### config.mk
export PLATFORM = sky130hd
export DESIGN_NAME = pump_clkgen
export DESIGN_NICKNAME = d
export VERILOG_FILES = /design/src/rtl/pump_pkg.sv /design/src/rtl/pump_timebase.sv /design/src/rtl/pump_channel.sv /design/src/rtl/pump_regs.sv /design/src/rtl/pump_clkgen.sv
export SDC_FILE = /design/constraint.sdc
export NUM_CORES = 1
export LEC_CHECK = 0
export BUFFER_PORTS_ARGS = -buffer_cell sky130_fd_sc_hd__buf_2
export CAP_MARGIN = 20
export CORE_UTILIZATION = 30
export CTS_BUF_LIST = sky130_fd_sc_hd__clkbuf_8
export DETAILED_ROUTE_END_ITERATION = 6
export GPL_TIMING_DRIVEN = 0
export SYNTH_ARGS = -nofsm -noshare
export SYNTH_HDL_FRONTEND = slang
export SYNTH_SLANG_ARGS = --single-unit
### constraint.sdc
create_clock -name clk -period 3.3 [get_ports clk]
set_input_delay 0.33 -clock clk [delete_from_list [all_inputs] [get_ports clk]]
set_output_delay 0.33 -clock clk [all_outputs]
set_load 0.1 [all_outputs]
### src/rtl/pump_pkg.sv
package pump_pkg;

    // Defaults: 18.432 MHz / 12 / 16 slots = 96 kHz
    localparam int DEF_CHANNELS = 2;
    localparam int DEF_DUTY_W   = 4;
    localparam int DEF_PRESCALE = 12;

    // Counter width for a divide-by-n prescaler (n >= 2)
    function automatic int presc_width(input int n);
        return (n > 2) ? $clog2(n) : 1;
    endfunction

endpackage

### src/rtl/pump_timebase.sv
module pump_timebase
    import pump_pkg::*;
#(
    parameter int PRESCALE = DEF_PRESCALE,
    parameter int SLOT_W   = DEF_DUTY_W
) (
    input  logic              clk,
    input  logic              rst_n,
    input  logic              en,
    output logic [SLOT_W-1:0] slot_nxt,
    output logic              wrap
);
    localparam int PRE_W = presc_width(PRESCALE);
    localparam logic [PRE_W-1:0] PRE_LAST = PRE_W'(PRESCALE - 1);

    typedef struct packed {
        logic [PRE_W-1:0]  presc;
        logic [SLOT_W-1:0] slot;
    } tb_state_t;

    // Parked position: last clock of the last slot
    localparam tb_state_t PARKED = '{presc: PRE_LAST, slot: {SLOT_W{1'b1}}};

    tb_state_t st_d, st_q;

    always_comb begin
        st_d = st_q;
        wrap = (st_q.presc == PRE_LAST) && (&st_q.slot);
        if (!en) begin
            st_d = PARKED;
        end else if (st_q.presc == PRE_LAST) begin
            st_d.presc = '0;
            st_d.slot  = st_q.slot + 1'b1;
        end else begin
            st_d.presc = st_q.presc + 1'b1;
        end
        slot_nxt = st_d.slot;
    end

    always_ff @(posedge clk or negedge rst_n) begin
        if (!rst_n) st_q <= PARKED;
        else        st_q <= st_d;
    end

endmodule

### src/rtl/pump_channel.sv
module pump_channel
    import pump_pkg::*;
#(
    parameter int DUTY_W = DEF_DUTY_W
) (
    input  logic              clk,
    input  logic              rst_n,
    input  logic              en,
    input  logic              load,
    input  logic [DUTY_W-1:0] slot_nxt,
    input  logic [DUTY_W-1:0] duty_cfg,
    output logic              drive
);
    typedef struct packed {
        logic [DUTY_W-1:0] act;
        logic              drv;
    } ch_state_t;

    ch_state_t st_d, st_q;

    always_comb begin
        st_d     = st_q;
        // Shadow copy only follows the register at a period start
        if (load) st_d.act = duty_cfg;
        st_d.drv = en && (slot_nxt < st_d.act);
    end

    always_ff @(posedge clk or negedge rst_n) begin
        if (!rst_n) st_q <= '0;
        else        st_q <= st_d;
    end

    assign drive = st_q.drv;

endmodule

### src/rtl/pump_regs.sv
module pump_regs
    import pump_pkg::*;
#(
    parameter int CHANNELS = DEF_CHANNELS,
    parameter int DUTY_W   = DEF_DUTY_W
) (
    input  logic                       clk,
    input  logic                       rst_n,
    input  logic                       wr_en,
    input  logic [CHANNELS*DUTY_W-1:0] wr_data,
    output logic [CHANNELS*DUTY_W-1:0] duty_flat
);
    logic [CHANNELS*DUTY_W-1:0] cfg_d, cfg_q;

    always_comb begin
        cfg_d = cfg_q;
        if (wr_en) cfg_d = wr_data;
    end

    always_ff @(posedge clk or negedge rst_n) begin
        if (!rst_n) cfg_q <= '0;
        else        cfg_q <= cfg_d;
    end

    assign duty_flat = cfg_q;

endmodule

### src/rtl/pump_clkgen.sv
module pump_clkgen
    import pump_pkg::*;
#(
    parameter int CHANNELS = DEF_CHANNELS,
    parameter int DUTY_W   = DEF_DUTY_W,
    parameter int PRESCALE = DEF_PRESCALE
) (
    input  logic                       clk,
    input  logic                       rst_n,
    input  logic                       en,
    input  logic                       wr_en,
    input  logic [CHANNELS*DUTY_W-1:0] wr_data,
    output logic [CHANNELS*DUTY_W-1:0] rd_data,
    output logic [CHANNELS-1:0]        drive
);
    logic [CHANNELS*DUTY_W-1:0] duty_flat;
    logic [DUTY_W-1:0]          slot_nxt;
    logic                       period_wrap;

    pump_regs #(.CHANNELS(CHANNELS), .DUTY_W(DUTY_W)) u_regs (
        .clk       (clk),
        .rst_n     (rst_n),
        .wr_en     (wr_en),
        .wr_data   (wr_data),
        .duty_flat (duty_flat)
    );

    pump_timebase #(.PRESCALE(PRESCALE), .SLOT_W(DUTY_W)) u_timebase (
        .clk      (clk),
        .rst_n    (rst_n),
        .en       (en),
        .slot_nxt (slot_nxt),
        .wrap     (period_wrap)
    );

    for (genvar ch = 0; ch < CHANNELS; ch++) begin : g_chan
        pump_channel #(.DUTY_W(DUTY_W)) u_chan (
            .clk      (clk),
            .rst_n    (rst_n),
            .en       (en),
            .load     (period_wrap),
            .slot_nxt (slot_nxt),
            .duty_cfg (duty_flat[ch*DUTY_W +: DUTY_W]),
            .drive    (drive[ch])
        );
    end

    assign rd_data = duty_flat;

endmodule

==> out/summary.txt, run 1 <==
Status = completed
Worst endpoint data arrival time = 2.72 ns
Syn Inst Count = 98
CTS resizes = 0
Design area = 0.00148 mm^2
Fin crit share = 76.2%
Vias in the first global route = 814
Net Count, Synth = 118
Die area = 0.00442 mm^2
TritonCTS clock tree = yes
Setup violators final = 0
CTS Buf Count = 3
#FFs+latches synth = 26
First-pass GRT wire length = 3540 um
Die H = 66.5 um
Worst-margin pin slew = 0.552 ns
Vias per cell = 4.60
Maximum VDD drop = 0.000406 V
Grt total ovfl = 0
CTS clk-pin slew, worst paths = 0.09 ns
Hold buffer count at CTS = 0
Yosys warnings = 0
DR pass1 iterations = 2
Antenna viol nets, final = 0
WL/cell = 11.9 um
Row Count = 23
Area of the multi-input gates = 520 um^2
Seq/Total Area, Yosys = 52.9%
Final hold violation count = 0
Worst endpoint required time = 3.51 ns
Maximum clock insertion buffer count = 2
Max Slew Vio Count = 0
Ports = 22
Crit-path max FO = 6
GRT busiest layer = met2
Initial antenna violation count = 0
Crit. End Element = flip-flop
N_diodes = 0
Routability Congestion = 0.718
Critical Setup Path Class = reg2reg
FILL cells = 407
TNS Setup = 0 ns
Starting Density = 31.2%
Largest net degree at the start of global routing = 27
Mean Syn Cell Area = 12.7 um^2
Placed inst area = 0.00141 mm^2
Die Width = 66.5 um
Synth area leaders = dfrtp_1 (38%), dfstp_2 (15%), mux2_2 (9.0%)
GRT Overall Usage = 10.4%
Clock skew = 0.00461 ns
Register Area = 659 um^2
Share of the synthesized area in the top cell type = 38.1%
CP peak stage delay = 0.55 ns
Share of cells above drive strength 1 = 39.7%
Post-Route WL = 2040 um
CP max stage cell = dfstp_2
Count of cell types in the netlist = 27
RSZ-0062 raised after global routing = no
Pwr dens = 835 mW/mm^2
Grt met2 use = 18.4%
Crit start category = flip-flop
Max Fclk = 398 MHz
Largest area contributor in the netlist = dfrtp_1
Min-Delay Path Class = in2async
Clock root cell = clkbuf_8
Initial DRC count = 7
Max_cap viols = 0
IO buf count = 19
Max-Slew Margin vs Limit = 63.2%
Min Clock Period, post-route = 2.51 ns
CTS Sinks = 26
Leak pwr = 0.713 nW
Area delta synth->final = 18.4%
Nets@finish = 142
Post-CTS Setup Inserts = 0
Clk_lat worst skew = 0.27 ns
Core area = 0.00400 mm^2
GR Util met3 = 1.71%
Routed via count = 786
H-tree depth = 1
Critical path cell sequence = ha_1, and3b_1, buf_6, nand4_1, xor2_1, nand2_1, ha_1, a211oi_1, and4b_1, a21bo_1
Most Frequent Cell on Critical Path = ha_1
Post-Syn Area = 0.00125 mm^2
DRC = 0
Dpl hpwl = 1600 um
Met1 Track Usage GR = 12.7%
## worst max-delay path, delay by kind of cell, from the launching register on
family	cells	cell delay, ns
adder cells (fa/ha/maj)	2	0.59
AO/OA/AOI/OAI	2	0.35
buffers and inverters	1	0.12
flip-flops	1	0.55
XOR/XNOR	1	0.16
AND/OR/NAND/NOR	4	0.68
## placed cells by master (no fill, tap or decap)
master     count
a211oi_1       2
a21bo_1        2
a21oi_1        1
and3_2         1
and3b_1        1
and4b_1        2
buf_2         19
buf_4          2
buf_6          2
bufinv_16      1
clkbuf_1       1
clkbuf_8       3
dfrtp_1       19
dfstp_2        7
ha_1           8
inv_1          7
mux2_2        10
mux2i_1        7
nand2_1        6
nand2b_1       1
nand3_1        4
nand3b_4       1
nand4_1        1
nor2_1         4
nor2_4         1
o211ai_1       1
o21ai_0        4
or2b_1         1
xnor2_2        1
xor2_1         1
## through the flow
step | worst slack (ns) | hold slack (ns) | total power (W) | std cells | util (%)
floorplan | 1.03 | 0.0344 | 0.000887 | 98 | -
global placement | 0.863 | 0.337 | 0.000969 | 167 | 35.1
detailed placement | 0.790 | 0.350 | 0.000989 | 167 | 35.1
CTS | 0.759 | 0.0583 | 0.00125 | 171 | 36.9
global route | 0.592 | 0.0942 | 0.00132 | 171 | 36.9
finish | 0.785 | 0.0391 | 0.00123 | 171 | 36.9
## synth_stat cells
cell type and instances:
dfstp_2 7, and3b_1 1, nor2_4 1, nand3b_4 1, a21oi_1 1, ha_1 8
xnor2_2 1, and4b_1 2, nand4_1 1, dfrtp_1 19, or2b_1 1, o21ai_0 4
o211ai_1 1, buf_4 2, nand2_1 6, nand3_1 4, nor2_1 4, buf_6 2
xor2_1 1, mux2_2 10, clkbuf_1 1, a21bo_1 2, a211oi_1 2, mux2i_1 7
inv_1 7, nand2b_1 1, and3_2 1
## area by class of cell
cell class	instances	area share (%)
Clock buffer	3	2.80
Multi-Input combinational cell	60	35.3
Sequential cell	26	44.7
Timing Repair Buffer	19	6.44
Inverter	7	1.78
Buffer	5	2.80
Tap cell	50	4.24
Clock inverter	1	2.03
## report_power, final
group	switching (W)	internal [W]	total [W]
sequential	0.0000412	0.000421	0.000462
clock	0.0000975	0.000162	0.000260
combinational	0.000318	0.000193	0.000511
## path summary, 6_finish.rpt
check | cells after the start | slack [ns] | startpoint | endpoint
worst max-delay path | 10 | 0.79 | u_timebase.st_q[4]$_DFF_PN1_ | g_chan[1].u_chan.drive$_DFF_PN0_
worst min register to register | 2 | 0.50 | g_chan[1].u_chan.st_q[4]$_DFF_PN0_ | g_chan[1].u_chan.st_q[4]$_DFF_PN0_
max in group asynchronous | 1 | 2.89 | rst_n | u_timebase.st_q[3]$_DFF_PN1_
min in group clk | 2 | 0.22 | en | u_timebase.st_q[0]$_DFF_PN1_
worst min-delay path | 1 | 0.04 | rst_n | u_regs.duty_flat[3]$_DFFE_PN0P_
worst max register to register | 10 | 0.79 | u_timebase.st_q[4]$_DFF_PN1_ | g_chan[1].u_chan.drive$_DFF_PN0_
## registers in the layout (all words and copies together) (netlist names)
register,count
g_chan.u_chan.st_q,8
u_regs.duty_flat,8
u_timebase.st_q,8
g_chan.u_chan.drive,2
## layer usage
layer	part of all wire [%]	routed length, um
met1	46	939
met2	49	1000
met5	0	0
met3	3.5	71
met4	1.4	29
## logic make-up (layout without fill, tap and decap cells)
logic type      after synthesis  in the layout  synth area share [%]
flops                        26             26                  52.9
simple gates                 23             23                  11.6
mux                          17             17                  14.6
buf+inv                      12             35                  5.42
compound gates               10             10                  5.42
fa+ha+maj                     8              8                  8.02
xor+xnor                      2              2                  2.01
Power figures use the tool's default switching activity.
==> inputs of run 2 (changes only) <==
--- a/config.mk
+++ b/config.mk
@@ -5,6 +5,7 @@
 export SDC_FILE = /design/constraint.sdc
 export NUM_CORES = 1
 export LEC_CHECK = 0
+export ABC_AREA = 1
 export BUFFER_PORTS_ARGS = -buffer_cell sky130_fd_sc_hd__buf_2
 export CAP_MARGIN = 20
 export CORE_UTILIZATION = 30
==> constraint.sdc (replaced) <==
create_clock -name clk -period 2 [get_ports clk]
set_input_delay 0.2 -clock clk [delete_from_list [all_inputs] [get_ports clk]]
set_output_delay 0.2 -clock clk [all_outputs]
set_load 0.1 [all_outputs]
==> out/summary.txt, run 2 <==
Ports = 22
Most Frequent Cell on Critical Path = a21oi_2
Pwr dens = 1610 mW/mm^2
Max-Slew Margin vs Limit = 62.7%
Seq/Total Area, Yosys = 51.9%
H-tree depth = 1
Die H = 67.1 um
Die Width = 67.1 um
Yosys warnings = 0
P_sw = 0.00111 W
DR pass1 iterations = 4
Leak pwr = 0.814 nW
Vias in the first global route = 937
Crit. End Element = flip-flop
WL/cell = 11.7 um
Clock skew = 0.00502 ns
Crit-path max FO = 4
Count leader, synth = nand2_1
Commonest cells in the netlist = nand2_1 (22), dfrtp_1 (19), inv_1 (16)
Area of the multi-input gates = 556 um^2
CTS clk-pin slew, worst paths = 0.09 ns
Mean Syn Cell Area = 10.4 um^2
Min Clock Period, post-route = 2.15 ns
RSZ-0062 raised after global routing = yes
Ys flop type = dfrtp_1
Fin crit share = 107%
IO buf count = 20
Share of the synthesized area in the top cell type = 37.4%
Final cell count without fillers = 206
First-pass GRT wire length = 4320 um
Fin worst setup slack = -0.146 ns
CP max stage cell = dfstp_2
CP delay by family, top = compound AO/OA/AOI/OAI gates
Routed via count = 919
Status = complete, but fails checks
Most frequent cells in the layout = nand2_1 (21), buf_2 (20), dfrtp_1 (19)
FILL cells = 403
Number of synthesized flops with an enable pin = 0
Critical path cell sequence = ha_4, nand2_4, nor2_4, nand4_1, a21oi_2, o21ai_2, ha_1, a211o_1, a21oi_2
Area delta synth->final = 28.5%
Commonest non-fill, non-tap cell in the layout = nand2_1
Post-Syn Area = 0.00127 mm^2
Worst endpoint data arrival time = 2.35 ns
Starting Density = 31.5%
TNS Setup = -0.258 ns
Register Area = 659 um^2
Vias per cell = 4.46
Initial DRC count = 12
Hold WS = 0.142 ns
Nets@finish = 177
Die area = 0.00450 mm^2
Post-Place Setup Slack = -0.243 ns
GRT Overall Usage = 13.1%
Clock root cell = clkbuf_8
CP peak stage delay = 0.58 ns
Total power = 0.00263 W
Worst-margin pin slew = 0.560 ns
Failing checks = negative setup slack
Syn Inst Count = 122
Initial antenna violation count = 0
Combinational power share = 52.3%
Core area = 0.00403 mm^2
Max_cap viols = 0
Internal power = 0.00152 W
Setup violators final = 2
Final hold violation count = 0
N_diodes = 0
Clk pwr share = 16.5%
Antenna viol nets, final = 0
Dpl hpwl = 1740 um
CTS Buf Count = 3
DRC = 0
Critical path depth = 9
#FFs+latches synth = 26
Placed Cells = 192
Worst endpoint required time = 2.20 ns
Crit start category = flip-flop
Clk_lat worst skew = 0.27 ns
Switching share of power = 42.2%
CTS Sinks = 26
Maximum VDD drop = 0.000683 V
Max Slew Vio Count = 0
Grt total ovfl = 0
Maximum clock insertion buffer count = 2
Largest area contributor in the netlist = dfrtp_1
CP bufs+invs = 0
Net Count, Synth = 142
Min-Delay Path Class = in2reg
Routability Congestion = 0.709
Share of cells above drive strength 1 = 50.0%
Row Count = 23
Count of cell types in the netlist = 24
TritonCTS clock tree = yes
Asr flop ratio synth = 100%
Max Fclk = 466 MHz
Hold Crit Depth = 2
Post-Route WL = 2410 um
Synth area leaders = dfrtp_1 (37%), dfstp_2 (14%), ha_1 (7.9%)
Reg2reg path depth = 9
Critical Setup Path Class = reg2reg
Largest net degree at the start of global routing = 27
Register share of total power = 31.2%
run 2: changes by cell type after synthesis, moves of 2 or more:
cell | previous run | this run
a21bo_1 | 2 | 0
a21oi_2 | 0 | 2
a211o_1 | 0 | 2
mux2i_1 | 7 | 0
a211oi_1 | 2 | 0
mux2_2 | 10 | 8
o21ai_2 | 0 | 6
nand2_1 | 6 | 22
inv_1 | 7 | 16
and4b_1 | 2 | 0
inv_2 | 0 | 4
nand2_2 | 0 | 4
nor2_1 | 4 | 2
run 2: layout make-up:
| cell class | instances | area share (%) |
|---|---|---|
| flip-flops and latches | 26 | 40.4 |
| multi-input cells | 72 | 34.0 |
| repair buffers | 30 | 10.9 |
| inverters | 20 | 4.60 |
| well taps | 50 | 3.83 |
| clock buffers | 3 | 2.53 |
| clock inverters | 1 | 1.84 |
| plain buffers | 4 | 1.84 |
run 2: metal layers:
layer	routed length [um]	vias to the layer above	part of all wire, %	global-route usage [%]
li1	-	459	-	-
met1	1100	429	45	16.3
met2	1170	29	49	22.5
met3	129	2	5.4	4.28
met4	15	0	0.62	1.60
met5	0	-	0	0
run 2: worst paths after layout:
check	from	end	slack, ns
setup / recovery	u_timebase.st_q[4]$_DFF_PN1_	g_chan[1].u_chan.drive$_DFF_PN0_	-0.15
hold / removal	en	u_timebase.st_q[4]$_DFF_PN1_	0.14
setup reg to reg	u_timebase.st_q[4]$_DFF_PN1_	g_chan[1].u_chan.drive$_DFF_PN0_	-0.15
hold reg to reg	g_chan[0].u_chan.st_q[1]$_DFF_PN0_	g_chan[0].u_chan.st_q[1]$_DFF_PN0_	0.48
max in group asynchronous	rst_n	u_timebase.st_q[3]$_DFF_PN1_	1.18
min in group asynchronous	rst_n	g_chan[1].u_chan.drive$_DFF_PN0_	0.45
run 2: timing repair:
| item | 4_1_cts | 5_1_grt |
|---|---|---|
| resized for setup | 6 | 3 |
| hold buffers | 1 | 0 |
| hold endpoints to repair | 19 | 0 |
| pin swaps | 8 | 7 |
| endpoints found under the setup margin | 2 | 2 |
| buffers inserted | 7 | 2 |
| gates cloned | 0 | 0 |
run 2: power by group through the flow:
stage,sequential [W],clock [W],combinational (W)
finish,0.000821,0.000433,0.00137
global route,0.000845,0.000469,0.00155
global placement,0.000817,0,0.00113
floorplan,0.000925,0,0.000858
detailed placement,0.000828,0,0.00120
CTS,0.000820,0.000449,0.00135
run 2: cells by family (layout without fill, tap and decap cells):
group	Yosys count	after routing	synth area share [%]
AND/OR/NAND/NOR	38	38	14.2
XOR/XNOR	2	2	1.38
adder cells (fa/ha/maj)	8	8	7.88
buffers and inverters	24	58	8.28
flip-flops	26	26	51.9
multiplexers	8	8	7.09
AO/OA/AOI/OAI	16	16	9.26
run 2: metrics by stage:
stage	area [um^2]	utilization, %
after floorplan	1290	-
after global placement	1450	36.1
after detailed placement	1450	36.1
after CTS	1610	39.9
after global routing	1630	40.5
final	1630	40.5
==> inputs of run 3 (changes only) <==
--- a/config.mk
+++ b/config.mk
@@ -6,7 +6,7 @@
 export NUM_CORES = 1
 export LEC_CHECK = 0
 export ABC_AREA = 1
-export BUFFER_PORTS_ARGS = -buffer_cell sky130_fd_sc_hd__buf_2
+export BUFFER_PORTS_ARGS = -buffer_cell sky130_fd_sc_hd__buf_4
 export CAP_MARGIN = 20
 export CORE_UTILIZATION = 30
 export CTS_BUF_LIST = sky130_fd_sc_hd__clkbuf_8
==> out/summary.txt, run 3 (synthesized netlist as in run 2, its figures left out) <==
Die H = 67.1 um
CTS Buf Count = 3
Die Width = 67.1 um
Routability Congestion = 0.730
Final cell count without fillers = 205
GRT Overall Usage = 12.8%
Clock root cell = clkbuf_8
Area delta synth->final = 31.4%
Capture point of the worst path = g_chan[0].u_chan.drive$_DFF_PN0_
Worst endpoint required time = 2.20 ns
Crit. End Element = flip-flop
Commonest non-fill, non-tap cell in the layout = buf_4
DR pass1 iterations = 4
Vias in the first global route = 926
Reg2reg setup slack = -0.16 ns
CTS Sinks = 26
Pwr dens = 1550 mW/mm^2
Status = complete, but fails checks
Maximum VDD drop = 0.000648 V
H-tree depth = 1
Row Count = 23
Nets@finish = 176
Setup crit start = u_timebase.st_q[4]$_DFF_PN1_
Fin worst setup slack = -0.158 ns
Placed Cells = 192
Initial antenna violation count = 0
Grt total ovfl = 0
Vias per cell = 4.47
Worst endpoint data arrival time = 2.36 ns
Share of cells above drive strength 1 = 47.1%
Reg2reg path depth = 9
Final hold violation count = 0
N_diodes = 0
Maximum clock insertion buffer count = 2
Routed via count = 917
Max-Slew Margin vs Limit = 72.2%
Failing checks = negative setup slack
Crit start category = flip-flop
Min Clock Period, post-route = 2.16 ns
Design area = 0.00167 mm^2
Setup violators final = 2
TritonCTS clock tree = yes
IO buf count = 20
Core area = 0.00403 mm^2
Dpl hpwl = 1710 um
Max Fclk = 463 MHz
RSZ-0062 raised after global routing = yes
Starting Density = 31.5%
Largest net degree at the start of global routing = 27
Die area = 0.00450 mm^2
Fin crit share = 108%
Reg-to-Reg Start = u_timebase.st_q[4]$_DFF_PN1_
CTS clk-pin slew, worst paths = 0.08 ns
Antenna viol nets, final = 0
Worst-margin pin slew = 0.413 ns
Ports = 22
Crit-path max FO = 5
Max Slew Vio Count = 0
Max_cap viols = 0
Post-Place Setup Slack = -0.227 ns
WL/cell = 11.3 um
Post-Route WL = 2310 um
Placed inst area = 0.00150 mm^2
TNS Setup = -0.300 ns
Initial DRC count = 23
DRC = 0
Clk_lat worst skew = 0.27 ns
Critical Setup Path Class = reg2reg
First-pass GRT wire length = 4240 um
Reg2reg end = g_chan[0].u_chan.drive$_DFF_PN0_
Clock skew = 0.00442 ns
Min-Delay Path Class = in2reg
Most frequent cells in the layout = buf_4 (28), nand2_1 (22), dfrtp_1 (19)
Leak pwr = 0.829 nW
run 3: final cells by class:
class	count	area, um^2
Clock buffer	3	41.3
Fill cell	385	2360
Timing Repair Buffer	29	228
Tap cell	50	62.6
Sequential cell	26	659
Buffer	4	30.0
Multi-Input combinational cell	72	543
Inverter	20	75.1
Clock inverter	1	30.0
run 3: what timing repair did:
action | in CTS | in global routing
endpoints found under the hold margin | 19 | 0
setup buffers | 8 | 3
pin swaps | 6 | 4
gates resized for setup | 5 | 2
setup endpoints to repair | 2 | 3
hold buffers | 1 | 0
run 3: per-stage QoR:
stage	power [W]	utilization [%]	hold slack [ns]
2_1_floorplan	0.00178	-	-0.0956
3_3_place_gp	0.00197	37.3	0.121
3_5_place_dp	0.00204	37.3	0.130
4_1_cts	0.00260	41.3	0.108
5_1_grt	0.00281	41.4	0.118
6_report	0.00258	41.4	0.116
run 3: worst min-delay path by stage:
stage / from / endpoint / slack, ns / cells after the start
after global routing: en / u_timebase.st_q[4]$_DFF_PN1_ / 0.12 / 2
after floorplan: rst_n / g_chan[0].u_chan.drive$_DFF_PN0_ / -0.1 / 0
final: en / u_timebase.st_q[4]$_DFF_PN1_ / 0.12 / 2
after CTS: en / u_timebase.st_q[4]$_DFF_PN1_ / 0.11 / 2
after global placement: rst_n / g_chan[1].u_chan.drive$_DFF_PN0_ / 0.12 / 1
after detailed placement: rst_n / g_chan[1].u_chan.drive$_DFF_PN0_ / 0.13 / 1
run 3: power by group:
group | total (W) | switching [W] | internal (W)
Combinational | 0.00133 | 0.000818 | 0.000514
Sequential | 0.000824 | 0.000101 | 0.000722
Clock | 0.000427 | 0.000160 | 0.000268
Total | 0.00258 | 0.00108 | 0.00150
run 3: critical path: stages, from the launching register on:
cell     delay, ns
dfstp_2       0.57
ha_4          0.15
nand2_4       0.05
nor2_4        0.19
nand4_1       0.20
a21oi_2       0.18
o21ai_2       0.08
ha_1          0.31
a211o_1       0.27
a21oi_2       0.09
run 3: layer usage:
layer / track usage [%] / wire (um) / up-vias
met5: 0 / 0 / -
met4: 2.39 / 10 / 0
met3: 4.28 / 118 / 2
met2: 21.6 / 1120 / 26
met1: 15.7 / 1060 / 428
li1: - / - / 461
